**config.mk**
```make
export PLATFORM = sky130hd
export DESIGN_NAME = los_qualifier
export DESIGN_NICKNAME = d
export VERILOG_FILES = /design/src/rtl/los_pkg.sv /design/src/rtl/los_run_counter.sv /design/src/rtl/los_state_ctl.sv /design/src/rtl/los_squelch_path.sv /design/src/rtl/los_qualifier.sv
export SDC_FILE = /design/constraint.sdc
export NUM_CORES = 1
export LEC_CHECK = 0
export CAP_MARGIN = 20
export CELL_PAD_IN_SITES_DETAIL_PLACEMENT = 0
export CELL_PAD_IN_SITES_GLOBAL_PLACEMENT = 2
export CORE_ASPECT_RATIO = 1.5
export CORE_UTILIZATION = 29
export CTS_CLUSTER_DIAMETER = 100
export CTS_CLUSTER_SIZE = 25
export DETAILED_ROUTE_END_ITERATION = 10
export PLACE_DENSITY = 0.79
export SYNTH_ARGS = -nofsm -noshare
export SYNTH_HDL_FRONTEND = slang
export SYNTH_SLANG_ARGS = --single-unit
```
**constraint.sdc**
```tcl
create_clock -name clk -period 1.4 [get_ports clk]
set_clock_uncertainty 0.1 [all_clocks]
set_input_delay 0.14 -clock clk [delete_from_list [all_inputs] [get_ports clk]]
set_output_delay 0.14 -clock clk [all_outputs]
set_load 0.05 [all_outputs]
```
**src/rtl/los_pkg.sv**
```systemverilog
package los_pkg;

  // Classification of one UI's comparator flags.
  typedef enum logic [1:0] {
    LVL_NONE     = 2'd0,
    LVL_WEAK     = 2'd1,
    LVL_STRONG   = 2'd2,
    LVL_CONFLICT = 2'd3
  } lvl_e;

  // Run indices into the counter array.
  localparam int RUN_ASSERT = 0;
  localparam int RUN_CLEAR  = 1;
  localparam int RUN_COUNT  = 2;

  function automatic lvl_e classify(input logic below, input logic above);
    lvl_e r;
    unique case ({above, below})
      2'b01:   r = LVL_WEAK;
      2'b10:   r = LVL_STRONG;
      2'b11:   r = LVL_CONFLICT;
      default: r = LVL_NONE;
    endcase
    return r;
  endfunction

endpackage

```
**src/rtl/los_run_counter.sv**
```systemverilog
module los_run_counter #(
  parameter int RUN_UI = 110,
  localparam int CW = (RUN_UI < 2) ? 1 : $clog2(RUN_UI)
) (
  input  logic clk,
  input  logic rst,
  input  logic clr,
  input  logic step,
  input  logic qual,
  output logic done
);

  localparam logic [CW-1:0] LAST = CW'(RUN_UI - 1);

  logic [CW-1:0] cnt;

  assign done = step && qual && (cnt == LAST);

  always_ff @(posedge clk) begin
    if (rst || clr) begin
      cnt <= '0;
    end else if (step) begin
      if (!qual || cnt == LAST) begin
        cnt <= '0;
      end else begin
        cnt <= cnt + 1'b1;
      end
    end
  end

  AST_RUN_BOUNDED: assert property (@(posedge clk) disable iff (rst)
    cnt <= LAST) else $error("run counter beyond window");

  AST_IDLE_HOLDS_RUN: assert property (@(posedge clk) disable iff (rst)
    (!step && !clr) |=> $stable(cnt)) else $error("run moved without strobe");

  AST_BREAK_RESTARTS: assert property (@(posedge clk) disable iff (rst)
    (step && !qual) |=> (cnt == '0)) else $error("broken run not restarted");

endmodule

```
**src/rtl/los_state_ctl.sv**
```systemverilog
module los_state_ctl
  import los_pkg::*;
#(
  parameter int RUN_UI = 110
) (
  input  logic clk,
  input  logic rst,
  input  logic step,
  input  logic det_en,
  input  lvl_e lvl,
  output logic lost
);

  logic [RUN_COUNT-1:0] qual;
  logic [RUN_COUNT-1:0] done;

  // A run only counts while the state it would leave is current.
  assign qual[RUN_ASSERT] = det_en && !lost && (lvl == LVL_WEAK);
  assign qual[RUN_CLEAR]  = det_en &&  lost && (lvl == LVL_STRONG);

  for (genvar g = 0; g < RUN_COUNT; g++) begin : g_run
    los_run_counter #(.RUN_UI(RUN_UI)) u_run (
      .clk  (clk),
      .rst  (rst),
      .clr  (!det_en),
      .step (step),
      .qual (qual[g]),
      .done (done[g])
    );
  end

  always_ff @(posedge clk) begin
    if (rst || !det_en) begin
      lost <= 1'b0;
    end else if (done[RUN_ASSERT]) begin
      lost <= 1'b1;
    end else if (done[RUN_CLEAR]) begin
      lost <= 1'b0;
    end
  end

  AST_RISE_ON_STROBE: assert property (@(posedge clk) disable iff (rst)
    $rose(lost) |-> $past(step && lvl == LVL_WEAK)) else $error("loss raised off a weak strobe");

  AST_FALL_CAUSE: assert property (@(posedge clk) disable iff (rst)
    $fell(lost) |-> ($past(!det_en) || $past(step && lvl == LVL_STRONG))) else $error("loss dropped without cause");

  AST_DISABLE_CLEARS: assert property (@(posedge clk) disable iff (rst)
    !det_en |=> !lost) else $error("loss survived disable");

endmodule

```
**src/rtl/los_squelch_path.sv**
```systemverilog
module los_squelch_path (
  input  logic clk,
  input  logic rst,
  input  logic in_vld,
  input  logic in_data,
  input  logic squelch,
  output logic out_vld,
  output logic out_data
);

  always_ff @(posedge clk) begin
    if (rst) begin
      out_vld  <= 1'b0;
      out_data <= 1'b0;
    end else begin
      out_vld  <= in_vld;
      out_data <= in_vld && in_data && !squelch;
    end
  end

  AST_BEAT_FOLLOWS: assert property (@(posedge clk) disable iff (rst)
    in_vld |=> out_vld) else $error("input beat dropped");

  AST_SQUELCH_ZERO: assert property (@(posedge clk) disable iff (rst)
    (in_vld && squelch) |=> !out_data) else $error("data leaked during loss");

endmodule

```
**src/rtl/los_qualifier.sv**
```systemverilog
module los_qualifier
  import los_pkg::*;
#(
  parameter int RUN_UI = 110
) (
  input  logic clk,
  input  logic rst,
  input  logic ui_vld,
  input  logic ui_data,
  input  logic lvl_below,
  input  logic lvl_above,
  input  logic mon_en,
  input  logic lpbk_en,
  output logic nrz_vld,
  output logic nrz_data,
  output logic los,
  output logic phase_hold
);

  logic det_en;
  logic lost;
  lvl_e lvl;

  assign det_en = !mon_en && !lpbk_en;
  assign lvl    = classify(lvl_below, lvl_above);

  los_state_ctl #(.RUN_UI(RUN_UI)) u_state (
    .clk    (clk),
    .rst    (rst),
    .step   (ui_vld),
    .det_en (det_en),
    .lvl    (lvl),
    .lost   (lost)
  );

  los_squelch_path u_path (
    .clk      (clk),
    .rst      (rst),
    .in_vld   (ui_vld),
    .in_data  (ui_data),
    .squelch  (lost && det_en),
    .out_vld  (nrz_vld),
    .out_data (nrz_data)
  );

  assign los        = lost;
  assign phase_hold = lost;

  AST_LOOPBACK_CLEARS: assert property (@(posedge clk) disable iff (rst)
    lpbk_en |=> !los) else $error("loss survived loopback");

  AST_IDLE_KEEPS_LOS: assert property (@(posedge clk) disable iff (rst)
    (!ui_vld && det_en) |=> $stable(los)) else $error("loss moved without strobe");

  AST_HOLD_WITH_LOS: assert property (@(posedge clk) disable iff (rst)
    $rose(los) |-> phase_hold) else $error("phase hold missing");

endmodule

```
==> results of run 1 <==
power by group:
group | total (mW) | switching [mW] | internal, mW
sequential | 0.481 | 0.00274 | 0.479
combinational | 0.106 | 0.0566 | 0.0496
clock | 0.378 | 0.175 | 0.202
total | 0.965 | 0.235 | 0.731
logic make-up after synthesis:
logic type,after synthesis,synth area share (%)
AOI/OAI and AO/OA,30,22.4
xor gates and xnor gates,4,3.73
adders and majority gates,4,5.33
buffers and inverters,12,6.27
DFF,17,36.3
and+or+nand+nor,37,26.0
flip-flops by register name, summed over array words and instances, names as in the netlist:
signal                   count
u_path.out_data              1
u_state.lost                 1
u_state.g_run.u_run.cnt     14
u_path.out_vld               1
cell usage in the layout, fill, tap and decap left out, types with 5 or more instances in the layout:
| cell type | count |
|---|---|
| a21oi_1 | 5 |
| dfxtp_1 | 8 |
| o2111ai_2 | 7 |
| nand4_1 | 7 |
| dlygate4sd2_1 | 5 |
| nand2_1 | 11 |
| dfxtp_2 | 5 |
| or3_1 | 5 |
| buf_4 | 30 |
worst paths after layout:
check	slack (ns)	cells past startpoint	endpoint
setup / recovery	-0.02	5	u_state.lost
hold / removal	0.28	3	u_path.out_data
setup reg to reg	-0.02	5	u_state.lost
hold reg to reg	0.42	2	u_state.g_run[0].u_run.cnt[1]
metrics by stage:
stage               utilization [%]  hold WS (ns)  TNS, ns
global route                   51.6         0.331   -0.441
global placement               43.3         0.393    -3.10
CTS                            47.8         0.273  -0.0446
detailed placement             43.3         0.407    -3.85
floorplan                         -         0.123   -0.143
finish                         51.6         0.277  -0.0196
critical path: stages (launching register included):
cell and delay [ns]:
dfxtp_4 0.39, ha_4 0.13, nand4_1 0.17, buf_4 0.21, o41ai_4 0.22, a21oi_2 0.08
metal layers:
metal  part of all wire [%]  global-route usage (%)  up-vias
met5                      0                       0        -
met4                    2.9                    9.15        0
met3                    1.2                    2.76        8
met2                     58                    34.6        9
met1                     38                    18.3      474
li1                       -                       -      480
area by class of cell:
| cell class | count | area (sq um) | area share (%) |
|---|---|---|---|
| Clock buffer | 4 | 45.0 | 2.91 |
| Inverter | 6 | 22.5 | 1.45 |
| Multi-Input combinational cell | 75 | 681 | 43.9 |
| Sequential cell | 17 | 362 | 23.3 |
| Tap cell | 39 | 48.8 | 3.15 |
| Timing Repair Buffer | 43 | 392 | 25.3 |
timing repair:
action / in CTS / in global routing
setup buffers: 5 / 1
pin swaps: 6 / 11
setup endpoints to repair: 12 / 13
resized for setup: 22 / 23
==> out/qor.yml, run 1 <==
placed_design:
  io_buffers: 11
  dp_cells: 174
  post_dp_cell_area_sq_mm: 0.00130
  gp_congestion: 0.735
  dp_hpwl_um: 1900
  dp_slack_ns: -0.404
yosys:
  synth_area_per_cell_sq_um: 9.02
  ys_seq_area_share_pct: 36.3
  synth.most_common_cell: "dfxtp_1"
  synth-seq-cells: 17
  syn-cell-area_sq_um: 938
  async_flop_share_pct: 0
  synth_commonest_cells: "dfxtp_1, nand2_1, nand4_1, o2111ai_1"
  synth_fp_nets: 116
  synth_top_area_share_pct: 36.3
  synth_area_leaders: "dfxtp_1, o2111ai_1, ha_1"
  synth_cell_types: 27
  synth_edf_count: 0
  syn_inst: 104
  synth_top_area_cell: "dfxtp_1"
  ys_warn_count: 0
  synth-main-ff-cell: "dfxtp_1"
layout:
  final-instance-count-excl-fill: 184
  area_growth_pct: 65.2
  design_area_sq_mm: 0.00155
  final_net_count: 158
  n_fill_cell: 275
  antenna_cells: 0
  drive_gt1_share_pct: 49.7
cts:
  numCtsBuffers: 3
  clkLatencyLatePin_ns: 0.25
  clk_path_buf_depth: 2
  holdBufCountCts: 0
  htree_levels: 1
  clock-root-buffer: "clkbuf_8"
  cts.reportedPaths.clkPinSlew_ns: 0.07
  cts.sinks: 17
  cts_tree: "done"
critical_path:
  start_kind: "flip-flop"
  rr_startpoint: "u_state.g_run[1].u_run.cnt[0]"
  cp_max_fo: 4
  critPathCaptureType: "flip-flop"
  crit_start: "u_state.g_run[1].u_run.cnt[0]"
  critical_path_arrival_ns: 1.45
  critPathRequiredTime_ns: 1.44
  worstSetupPathType: "flip-flop to flip-flop"
sta:
  final_hold_viol_count: 0
  setup_viol: 2
  slew_viol_final: 0
  grt_setup_unrepaired: "yes"
  tightest_slew_ns: 0.376
  post-route-period-util_pct: 101
  max_freq_mhz: 705
  setup_ws_ns: -0.0189
  max_slew_margin_pct: 74.8
  period_minus_slack_ns: 1.42
job:
  drv_cap: 0
route:
  wl_per_cell_um: 15.1
  viasPerCell: 5.28
  ant_nets: 0
  wl_um: 2780
  num_vias: 971
  drtIter0Drc: 21
  drcViolationCount: 0
  firstDrtPassIters: 4
grt:
  grt_antenna_before_repair: 0
  grtUsageTotal_pct: 17.9
  grt_pass1_vias: 1075
  overflow: 0
  grt_pass1_wl_um: 4850
  grt_max_degree: 16
floorplan:
  dieArea_sq_mm: 0.00347
  ioPinCount: 12
  dieWidth_um: 48.4
  die_h_um: 71.7
  coreArea_sq_mm: 0.00300
  fp-row-count: 24
  start_util_pct: 31.3
power:
  leakagePower_nw: 0.516
  power.density_mw_per_mm2: 623
  power_mw: 0.965
  vdd_ir_drop_max_uv: 522
min_path:
  min_path_type: "input port to flip-flop"
  min_from: "mon_en"
run_status:
  violations: "negative setup slack"
  status: "complete, but fails checks"
Power figures use the tool's default switching activity.
==> run 2: changes to the inputs <==
CORE_ASPECT_RATIO = 1.4   (was 1.5)
==> out/qor.yml, run 2 (same netlist as run 1, synthesis figures left out) <==
critical_path:
  crit_start: "u_state.g_run[1].u_run.cnt[1]"
  rr_endpoint: "u_state.g_run[1].u_run.cnt[6]"
  start_kind: "flip-flop"
  critPathCaptureType: "flip-flop"
  critical_path_arrival_ns: 1.51  # +0.06 ns
  regToRegSetupSlack_ns: -0.04  # -0.02 ns
  rr_worst_depth: 6  # +1
  cp-endpoint: "u_state.g_run[1].u_run.cnt[6]"
  cp_max_fo: 4  # unchanged
  worstSetupPathType: "flip-flop to flip-flop"
  critPathRequiredTime_ns: 1.47  # +0.03 ns
  rr_startpoint: "u_state.g_run[1].u_run.cnt[1]"
floorplan:
  start_util_pct: 30.3  # -0.91 points
  coreArea_sq_mm: 0.00309  # +3.0%
  dieArea_sq_mm: 0.00347  # about the same
  fp-row-count: 24  # unchanged
  die_h_um: 69.3  # -3.3%
  dieWidth_um: 50.1  # +3.4%
  ioPinCount: 12  # unchanged
sta:
  grt_setup_unrepaired: "yes"
  setup_viol: 6  # +4
  setup_ws_ns: -0.0364  # -0.0175 ns
  timing.hold.ws_ns: 0.223  # -0.0537 ns
  post-route-period-util_pct: 103  # +1.3 points
  final_hold_viol_count: 0  # unchanged
  max_freq_mhz: 696  # -1.2%
  slew_viol_final: 0  # unchanged
  period_minus_slack_ns: 1.44  # +0.0175 ns
  tightest_slew_ns: 0.290  # -0.0864 ns
  max_slew_margin_pct: 80.7  # +5.9 points
grt:
  use_met3_pct: 2.19  # -0.57 points
  grt_pass1_wl_um: 4500  # -7.3%
  overflow: 0  # unchanged
  met1_usage_pct: 19.6  # +1.2 points
  grt_max_degree: 11  # -5
  grt-busiest-layer: "met2"
  grtUsageTotal_pct: 16.6  # -1.3 points
  grt_antenna_before_repair: 0  # unchanged
  grt_use_met2_pct: 28.6  # -6.0 points
  grt_pass1_vias: 1011  # -6.0%
layout:
  largest_register: "u_state.g_run.u_run.cnt"
  layout_commonest_cell: "buf_4"
  drive_gt1_share_pct: 52.7  # +3.0 points
  final_net_count: 161  # +1.9%
  n_fill_cell: 291  # +5.8%
  largest_reg_flops: 14  # unchanged
  design_area_sq_mm: 0.00157  # +1.1%
  area_growth_pct: 67.1
  final_cell_mix: "buf_4, nand2_1, dfxtp_1, nand4_1, dfxtp_2"
  antenna_cells: 0  # unchanged
route:
  num_vias: 967  # -0.41%
  ant_nets: 0  # unchanged
  firstDrtPassIters: 4  # unchanged
  viasPerCell: 5.17  # -2.0%
  wl_um: 2550  # -8.3%
  drcViolationCount: 0  # unchanged
  wl_per_cell_um: 13.6  # -9.8%
  drtIter0Drc: 8  # -62%
placed_design:
  dp_hpwl_um: 1800  # -5.6%
  post_dp_cell_area_sq_mm: 0.00132  # +1.2%
  io_buffers: 11  # unchanged
  gp_congestion: 0.798  # +8.5%
cts:
  numCtsBuffers: 3  # unchanged
  holdBufCountCts: 0  # unchanged
  clk_path_buf_depth: 2  # unchanged
  clock-root-buffer: "clkbuf_8"
  cts_tree: "done"
  htree_levels: 1  # unchanged
  cts.reportedPaths.clkPinSlew_ns: 0.07  # about the same
  clkLatencyLatePin_ns: 0.25  # about the same
  cts.sinks: 17  # unchanged
power:
  power.density_mw_per_mm2: 623  # about the same
  leakagePower_nw: 0.536  # +3.9%
  power_mw: 0.977  # +1.2%
  vdd_ir_drop_max_uv: 484  # -7.2%
job:
  drv_cap: 0  # unchanged
min_path:
  min_path_type: "input port to flip-flop"
  hold_depth: 3  # unchanged
run_status:
  status: "complete, but fails checks"
  violations: "negative setup slack"
==> run 2: area by class of cell <==
| type | instances | area (sq um) | area share (%) |
|---|---|---|---|
| clock inverter | 1 | 5.00 | 0.319 |
| multi-input combinational | 75 | 681 | 43.4 |
| tap | 39 | 48.8 | 3.11 |
| clock buffer | 3 | 41.3 | 2.63 |
| timing repair buffer | 46 | 410 | 26.2 |
| sequential | 17 | 359 | 22.9 |
| inverter | 6 | 22.5 | 1.44 |
==> run 2: critical path, cell delays in order (launching register included) <==
cell      delay (ns)
dfxtp_4         0.38
inv_2           0.05
ha_4            0.14
nand4_1         0.14
o211ai_1        0.13
buf_4           0.19
a221oi_2        0.23
==> run 2: stage by stage <==
stage | setup TNS (ns) | util, % | cells | worst slack, ns
floorplan | -0.143 | - | 104 | -0.0893
global placement | -3.05 | 42.5 | 176 | -0.332
detailed placement | -3.61 | 42.5 | 176 | -0.362
CTS | -0.0243 | 48.1 | 187 | -0.0146
global route | -0.565 | 50.7 | 187 | -0.0805
finish | -0.0907 | 50.7 | 187 | -0.0364
==> run 2: worst min path at each step <==
stage                                   from                             to  slack [ns]
6_report                              ui_vld  u_state.g_run[1].u_run.cnt[4]        0.22
5_1_grt                               ui_vld  u_state.g_run[1].u_run.cnt[4]        0.24
4_1_cts                               ui_vld  u_state.g_run[1].u_run.cnt[4]        0.23
3_5_place_dp   u_state.g_run[0].u_run.cnt[1]  u_state.g_run[0].u_run.cnt[1]        0.40
3_3_place_gp   u_state.g_run[0].u_run.cnt[1]  u_state.g_run[0].u_run.cnt[1]        0.39
2_1_floorplan                            rst                 u_path.out_vld        0.12
==> run 2: where the power goes <==
part	internal [mW]	total, mW	switching, mW
clock network	0.198	0.380	0.183
logic	0.0564	0.114	0.0572
registers	0.480	0.483	0.00282
==> run 2: what timing repair did <==
action | CTS | global route
resized for setup | 26 | 21
pin swaps | 9 | 9
buffers inserted | 7 | 0
setup endpoints to repair | 10 | 14
==> run 2: routing by layer <==
| layer | wire length, um | vias up |
|---|---|---|
| li1 | - | 485 |
| met1 | 1060 | 467 |
| met2 | 1390 | 9 |
| met3 | 32 | 6 |
| met4 | 69 | 0 |
| met5 | 0 | - |
